## config.mk

```make
export PLATFORM = sky130hd
export DESIGN_NAME = cfgkey_port
export DESIGN_NICKNAME = d
export VERILOG_FILES = /design/src/rtl/cfgkey_pkg.sv /design/src/rtl/cfgkey_decode.sv /design/src/rtl/cfgkey_rom.sv /design/src/rtl/cfgkey_sel.sv /design/src/rtl/cfgkey_pack.sv /design/src/rtl/cfgkey_port.sv
export SDC_FILE = /design/constraint.sdc
export NUM_CORES = 1
export LEC_CHECK = 0
export ABC_AREA = 1
export BUFFER_PORTS_ARGS = -buffer_cell sky130_fd_sc_hd__buf_4
export CAP_MARGIN = 40
export CORE_UTILIZATION = 61
export DETAILED_ROUTE_END_ITERATION = 8
export HOLD_SLACK_MARGIN = 0.03
export PLACE_DENSITY = 0.83
export SKIP_CTS_REPAIR_TIMING = 1
export SLEW_MARGIN = 30
export SYNTH_ARGS = -nofsm -noshare
export SYNTH_HDL_FRONTEND = slang
export SYNTH_SLANG_ARGS = --single-unit
```

## constraint.sdc

```tcl
create_clock -name clk -period 5.25 [get_ports clk]
set_input_delay 1.05 -clock clk [delete_from_list [all_inputs] [get_ports clk]]
set_output_delay 1.05 -clock clk [all_outputs]
set_load 0.01 [all_outputs]
```

## src/rtl/cfgkey_pkg.sv

```systemverilog
package cfgkey_pkg;

    localparam int KEY_W    = 16;
    localparam int IDX_W    = 14;
    localparam int DATA_W   = 64;
    localparam int LANES    = DATA_W / 8;

    typedef enum logic [1:0] {
        SZ_B1 = 2'd0,
        SZ_B2 = 2'd1,
        SZ_B4 = 2'd2,
        SZ_B8 = 2'd3
    } acc_size_e;

    typedef enum logic [2:0] {
        ACC_IDLE,
        ACC_SELECT,
        ACC_READ,
        ACC_DROP,
        ACC_REJECT
    } acc_kind_e;

    // Key layout: the bank bit sits above the index field.
    typedef struct packed {
        logic             spare;
        logic             bank;
        logic [IDX_W-1:0] index;
    } key_fields_t;

    typedef struct packed {
        logic              valid;
        logic [DATA_W-1:0] data;
        logic              err;
    } rsp_t;

    function automatic logic [3:0] size_bytes(acc_size_e s);
        return 4'(1) << s;
    endfunction

    function automatic int item_len(int bank, int idx, int max_len);
        return (5 * idx + 3 * bank + 4) % (max_len + 1);
    endfunction

    function automatic logic [7:0] item_byte(int bank, int idx, int ofs);
        return 8'((128 * bank + 16 * idx + ofs) % 256);
    endfunction

endpackage

```

## src/rtl/cfgkey_decode.sv

```systemverilog
module cfgkey_decode
    import cfgkey_pkg::*;
#(
    parameter bit COMBINED = 1'b0
) (
    input  logic      req_valid,
    input  logic      req_write,
    input  logic      req_reg,
    input  acc_size_e req_size,
    output acc_kind_e kind
);

    generate
        if (COMBINED) begin : g_comb
            always_comb begin
                kind = ACC_IDLE;
                if (req_valid) begin
                    if (req_size == SZ_B1)
                        kind = req_write ? ACC_DROP : ACC_READ;
                    else if (req_size == SZ_B2 && req_write)
                        kind = ACC_SELECT;
                    else
                        kind = ACC_REJECT;
                end
            end
            wire reg_sel_unused = req_reg;
        end else begin : g_split
            always_comb begin
                kind = ACC_IDLE;
                if (req_valid) begin
                    if (req_reg)
                        kind = (req_write && req_size == SZ_B2) ? ACC_SELECT : ACC_REJECT;
                    else
                        kind = req_write ? ACC_DROP : ACC_READ;
                end
            end
        end
    endgenerate

endmodule

```

## src/rtl/cfgkey_rom.sv

```systemverilog
module cfgkey_rom
    import cfgkey_pkg::*;
#(
    parameter int NUM_ITEMS = 8,
    parameter int MAX_LEN   = 16,
    parameter int ITEM_W    = $clog2(NUM_ITEMS),
    parameter int OFS_W     = $clog2(MAX_LEN + 1)
) (
    input  logic                    item_valid,
    input  logic                    item_bank,
    input  logic [ITEM_W-1:0]       item_idx,
    input  logic [OFS_W-1:0]        ofs,
    output logic [OFS_W-1:0]        len,
    output logic [LANES-1:0][7:0]   lane_byte
);

    localparam int SLOTS  = 2 * NUM_ITEMS;
    localparam int DEPTH  = SLOTS * MAX_LEN;
    localparam int ADDR_W = $clog2(DEPTH);
    localparam int SLOT_W = $clog2(SLOTS);
    localparam int POS_W  = OFS_W + 4;

    logic [7:0]       tbl  [DEPTH];
    logic [OFS_W-1:0] lens [SLOTS];

    generate
        for (genvar s = 0; s < SLOTS; s++) begin : g_slot
            assign lens[s] = OFS_W'(item_len(s / NUM_ITEMS, s % NUM_ITEMS, MAX_LEN));
            for (genvar b = 0; b < MAX_LEN; b++) begin : g_byte
                assign tbl[s * MAX_LEN + b] = item_byte(s / NUM_ITEMS, s % NUM_ITEMS, b);
            end
        end
    endgenerate

    logic [SLOT_W-1:0] slot;
    assign slot = item_bank ? SLOT_W'(NUM_ITEMS) + SLOT_W'(item_idx) : SLOT_W'(item_idx);
    assign len  = item_valid ? lens[slot] : '0;

    generate
        for (genvar i = 0; i < LANES; i++) begin : g_lane
            logic [POS_W-1:0]  pos;
            logic [ADDR_W-1:0] addr;
            logic              live;
            assign pos  = POS_W'(ofs) + POS_W'(i);
            assign live = pos < POS_W'(len);
            assign addr = ADDR_W'(int'(slot) * MAX_LEN + int'(pos));
            assign lane_byte[i] = live ? tbl[addr] : 8'h00;
        end
    endgenerate

endmodule

```

## src/rtl/cfgkey_sel.sv

```systemverilog
module cfgkey_sel
    import cfgkey_pkg::*;
#(
    parameter int NUM_ITEMS = 8,
    parameter int ITEM_W    = $clog2(NUM_ITEMS),
    parameter int OFS_W     = 5
) (
    input  logic              clk,
    input  logic              rst,
    input  acc_kind_e         kind,
    input  logic [KEY_W-1:0]  key,
    input  logic [3:0]        nbytes,
    input  logic [OFS_W-1:0]  cur_len,
    output logic              sel_valid,
    output logic              sel_bank,
    output logic [ITEM_W-1:0] sel_idx,
    output logic [OFS_W-1:0]  ofs
);

    localparam int SUM_W = OFS_W + 4;

    key_fields_t     kf;
    logic [SUM_W-1:0] sum;
    logic             in_item;

    assign kf      = key_fields_t'(key);
    assign sum     = SUM_W'(ofs) + SUM_W'(nbytes);
    assign in_item = ofs < cur_len;

    wire key_spare_unused = kf.spare;

    always_ff @(posedge clk) begin
        if (rst) begin
            sel_valid <= 1'b1;
            sel_bank  <= 1'b0;
            sel_idx   <= '0;
            ofs       <= '0;
        end else begin
            case (kind)
                ACC_SELECT: begin
                    ofs       <= '0;
                    sel_valid <= kf.index < IDX_W'(NUM_ITEMS);
                    sel_bank  <= kf.bank;
                    sel_idx   <= ITEM_W'(kf.index);
                end
                ACC_READ: begin
                    if (sel_valid && in_item) begin
                        if (sum > SUM_W'(cur_len))
                            ofs <= cur_len;
                        else
                            ofs <= OFS_W'(sum);
                    end
                end
                default: ;
            endcase
        end
    end

endmodule

```

## src/rtl/cfgkey_pack.sv

```systemverilog
module cfgkey_pack
    import cfgkey_pkg::*;
(
    input  logic [LANES-1:0][7:0] lane_byte,
    input  logic [3:0]            nbytes,
    output logic [DATA_W-1:0]     packed_data
);

    always_comb begin
        packed_data = '0;
        for (int i = 0; i < LANES; i++) begin
            if (4'(i) < nbytes)
                packed_data[8 * (int'(nbytes) - 1 - i) +: 8] = lane_byte[i];
        end
    end

endmodule

```

## src/rtl/cfgkey_port.sv

```systemverilog
module cfgkey_port
    import cfgkey_pkg::*;
#(
    parameter int NUM_ITEMS = 8,
    parameter int MAX_LEN   = 16,
    parameter bit COMBINED  = 1'b0
) (
    input  logic              clk,
    input  logic              rst,
    input  logic              req_valid,
    input  logic              req_write,
    input  logic              req_reg,
    input  logic [1:0]        req_size,
    input  logic [KEY_W-1:0]  req_wdata,
    output logic              rsp_valid,
    output logic [DATA_W-1:0] rsp_rdata,
    output logic              rsp_err
);

    localparam int ITEM_W = $clog2(NUM_ITEMS);
    localparam int OFS_W  = $clog2(MAX_LEN + 1);

    acc_kind_e             acc_kind;
    acc_size_e             size_code;
    logic [3:0]            nbytes;
    logic                  sel_valid;
    logic                  sel_bank;
    logic [ITEM_W-1:0]     sel_idx;
    logic [OFS_W-1:0]      cur_ofs;
    logic [OFS_W-1:0]      cur_len;
    logic [LANES-1:0][7:0] lane_byte;
    logic [DATA_W-1:0]     packed_data;
    rsp_t                  rsp_q;

    assign size_code = acc_size_e'(req_size);
    assign nbytes    = size_bytes(size_code);

    cfgkey_decode #(.COMBINED(COMBINED)) u_decode (
        .req_valid (req_valid),
        .req_write (req_write),
        .req_reg   (req_reg),
        .req_size  (size_code),
        .kind      (acc_kind)
    );

    cfgkey_sel #(.NUM_ITEMS(NUM_ITEMS), .ITEM_W(ITEM_W), .OFS_W(OFS_W)) u_sel (
        .clk       (clk),
        .rst       (rst),
        .kind      (acc_kind),
        .key       (req_wdata),
        .nbytes    (nbytes),
        .cur_len   (cur_len),
        .sel_valid (sel_valid),
        .sel_bank  (sel_bank),
        .sel_idx   (sel_idx),
        .ofs       (cur_ofs)
    );

    cfgkey_rom #(.NUM_ITEMS(NUM_ITEMS), .MAX_LEN(MAX_LEN), .ITEM_W(ITEM_W), .OFS_W(OFS_W)) u_rom (
        .item_valid (sel_valid),
        .item_bank  (sel_bank),
        .item_idx   (sel_idx),
        .ofs        (cur_ofs),
        .len        (cur_len),
        .lane_byte  (lane_byte)
    );

    cfgkey_pack u_pack (
        .lane_byte   (lane_byte),
        .nbytes      (nbytes),
        .packed_data (packed_data)
    );

    always_ff @(posedge clk) begin
        if (rst) begin
            rsp_q <= '0;
        end else begin
            rsp_q.valid <= req_valid;
            rsp_q.data  <= (acc_kind == ACC_READ) ? packed_data : '0;
            rsp_q.err   <= acc_kind == ACC_REJECT;
        end
    end

    assign rsp_valid = rsp_q.valid;
    assign rsp_rdata = rsp_q.data;
    assign rsp_err   = rsp_q.err;

endmodule

```

==> run_results.csv <==
group,metric,value,unit
setup_path,path_max_fanout,11,
placement,gp_congestion,1.108,
worst_hold_path,hold_path_startpoint,"u_sel.ofs[0]",
power,leakagePower,4.131,nW
logic_synthesis,yosysTopAreaCellShare,19.54,%
sta,max_freq,0.2266,GHz
routing,first_iter_violations,2119,
sta,fin_crit_sh,84.07,%
power,cellPowerDensity,199.1,nW/um2
logic_synthesis,syn_area,7786,um2
setup_path,critical_path.cell_chain,"inv_1, ha_1, nand2_1, inv_1, o21ai_0, nand3_1, ha_1, o21bai_1, nand3_1, nand2_1, nor2_1, nand2_1, nor2_1, o21ai_0, a31oi_1, nor2_1, nor2_1",
cts,cts-buffers-inserted,9,
outcome,status,"complete, but fails checks",
power,vdd_ir_drop_max,0.0001372,V
die,die_h,115.0,um
sta,worst_slew_pin_slew,0.9207,ns
grt,overflow,0,
power,combinationalPowerShare,26.2,%
grt,grt_pass1_vias,9020,
outcome,violations,"design-rule violations",
run,cap_violations,0,
routing,drcViolationCount,1,
logic_synthesis,synth-seq-area-share,19.54,%
setup_path,cp-end-kind,"flip-flop",
routing,vias,10010,
logic_synthesis,yosysMostFrequentCell,"nand2_1",
sta,setup_viol,0,
setup_path,r2r_setup_slack,0.84,ns
placement,dp.cells,1526,
placement,post-place-ws,1.112,ns
routing,routed_wl,32.39,mm
grt,grtUsageTotal,49.87,%
layout,layoutNonFillerInstCount,1544,
sta,hold_viol_final,0,
sta,setup_ws,0.8364,ns
grt,grt_max_degree,40,
worst_hold_path,hp-class,"flip-flop to flip-flop",
cts,clockBufferDepth,2,
sta,finalCriticalPeriod,4.414,ns
routing,drtAntennaViolNets,0,
logic_synthesis,ys.warnings.count,0,
sta,final.setup.tns,0,ns
die,start_util,63.76,%
setup_path,cpMaxStageDelayCell,"dfxtp_1",
logic_synthesis,synth.area.top_cells,"dfxtp_1 20%, nand2_1 14%, ha_1 12%",
layout,diodes,0,
power,sw_frac_of_total,36.18,%
sta,whs,0.6088,ns
die,chipWidth,115.0,um
setup_path,worst_ep_required_time,5.55,ns
cts,path_clk_slew,0.08,ns
routing,post_drt_via_cell_ratio,6.484,
cts,cts_root_buf,"clkbuf_16",
logic_synthesis,synthArstFlopShare,0,%
logic_synthesis,ys_top_cells_by_count,"283 x nand2_1, 150 x inv_1, 145 x nor2_1",
power,internal-power,1.137,mW
power,p_sw,644.6,uW
setup_path,timing.critical_path.mode_cell,"nor2_1",
sta,slew_viol_final,0,
placement,port_buffers,87,
sta,rsz0062_at_grt,"false",
power,seq_power_share,33.0,%
grt,grt_pass1_wl,49.26,mm
worst_hold_path,holdPathEnd,"u_sel.ofs[0]",
grt,antenna_found_initial,0,
logic_synthesis,synthFlopType,"dfxtp_1",
logic_synthesis,synth_edf_count,0,
placement,dp_hpwl,23.75,mm
die,core,12210,um2
setup_path,rr_startpoint,"u_sel.sel_idx[0]",
logic_synthesis,syn_inst,1294,
logic_synthesis,synth_seq_cells,76,
die,ios,89,
routing,first_pass_iters,9,
power,p_clk_share,40.8,%
setup_path,reg2reg_to,"rsp_rdata[52]",
setup_path,worstPathArrival,4.71,ns
layout,nets,1474,
layout,drive_above_1_share,11.77,%
die,die_area,13220,um2
sta,fin_worst_skew,0.02121,ns
logic_synthesis,synth_area_per_cell,6.017,um2
setup_path,criticalPathCategory,"flip-flop to flip-flop",
cts,cts_sinks,76,
cts,cts_tree,"yes",
setup_path,r2r_cells,17,
logic_synthesis,synth.net_count,1397,
setup_path,slowest_delay,0.72,ns
worst_hold_path,hold_path_depth,2,
cts,worstSkewPairLatency,0.38,ns
die,rows,40,
logic_synthesis,yosys.area.top_type,"dfxtp_1",
cts,cts_max_level,3,
routing,drt-wirelength-per-cell,20.98,um
logic_synthesis,synth_cell_type_count,42,
sta,relSlewSlack,38.15,%
layout,syn_to_final_growth,14.94,%
setup_path,critPathLaunchType,"flip-flop",
state kept, by name, summed over array words and instances, names as in the netlist:
| name | flops |
|---|---|
| u_sel.sel_bank | 1 |
| rsp_err | 1 |
| rsp_valid | 1 |
| u_sel.sel_idx | 3 |
| rsp_rdata | 64 |
| u_sel.ofs | 5 |
| u_sel.sel_valid | 1 |
layout make-up:
| type | count | area (um2) |
|---|---|---|
| Clock buffer | 10 | 239.0 |
| Inverter | 179 | 671.9 |
| Timing Repair Buffer | 103 | 770.7 |
| Fill cell | 1053 | 3262 |
| Sequential cell | 76 | 1521 |
| Tap cell | 168 | 210.2 |
| Multi-Input combinational cell | 1002 | 5440 |
| Clock inverter | 6 | 96.34 |
cell usage in the layout (no fill, tap or decap), types with 2 or more instances in the layout:
cell | synthesis | routed
bufinv_16 | 0 | 2
clkinv_1 | 4 | 4
fa_1 | 8 | 8
nand3_1 | 106 | 106
nand3b_1 | 5 | 5
o21bai_1 | 3 | 3
o21ai_1 | 25 | 25
nand4_1 | 43 | 43
ha_1 | 72 | 72
nand2_1 | 283 | 283
o2111ai_1 | 2 | 2
inv_2 | 25 | 25
nor2_2 | 8 | 8
clkbuf_16 | 0 | 9
a21oi_1 | 123 | 123
nand2_2 | 2 | 2
buf_4 | 2 | 102
clkinv_4 | 0 | 2
a31oi_1 | 6 | 6
xnor2_1 | 4 | 4
o21ai_0 | 77 | 77
nor3_1 | 35 | 34
nor2_1 | 145 | 145
nor4_1 | 7 | 7
a22o_1 | 2 | 2
xor2_1 | 20 | 20
dfxtp_1 | 76 | 76
o211ai_1 | 12 | 12
nor3_2 | 2 | 3
inv_1 | 150 | 150
stage by stage:
stage | power (mW) | utilization, % | area, um2
after floorplan | 0.8853 | - | 7786
after global placement | 1.018 | 70.40 | 8597
after detailed placement | 1.026 | 70.44 | 8602
after CTS | 1.729 | 73.19 | 8937
after global routing | 1.822 | 73.29 | 8950
final | 1.782 | 73.29 | 8950
worst max path at each step:
stage / startpoint / cells after the start / end
floorplan: u_sel.sel_idx[1] / 18 / rsp_rdata[26]
global placement: req_size[1] / 12 / rsp_rdata[51]
detailed placement: req_size[1] / 15 / u_sel.ofs[3]
CTS: u_sel.sel_idx[0] / 17 / rsp_rdata[52]
global route: u_sel.sel_idx[0] / 17 / rsp_rdata[61]
finish: u_sel.sel_idx[0] / 17 / rsp_rdata[52]
metal layers:
layer | GRT usage (%) | vias to the layer above | share of wire, %
li1 | - | 4454 | -
met1 | 61.89 | 4367 | 35
met2 | 72.57 | 939 | 40
met3 | 19.56 | 251 | 17
met4 | 30.13 | 0 | 7.7
met5 | 0 | - | 0
power groups by stage:
stage                     Clock (mW)  Combinational (mW)  Sequential (mW)
after floorplan                    0               0.286            0.599
after global placement             0               0.418            0.599
after detailed placement           0               0.426            0.600
after CTS                      0.712               0.431            0.587
after global routing           0.745               0.489            0.587
final                          0.727               0.467            0.587
logic make-up after synthesis:
| family | Yosys count | synth area share [%] |
|---|---|---|
| AND/OR/NAND/NOR | 640 | 35.75 |
| AO/OA/AOI/OAI | 258 | 17.72 |
| buffers and inverters | 216 | 10.65 |
| adder cells (fa/ha/maj) | 80 | 13.63 |
| flip-flops | 76 | 19.54 |
| XOR/XNOR | 24 | 2.700 |
critical path, delay by kind of cell (launching register included):
family / cells / cell delay [ns]
AND/OR/NAND/NOR: 9 / 1.85
adder cells (fa/ha/maj): 2 / 0.79
AO/OA/AOI/OAI: 4 / 0.73
buffers and inverters: 2 / 0.26
flip-flops: 1 / 0.72
(Power assumes the default switching activity.)
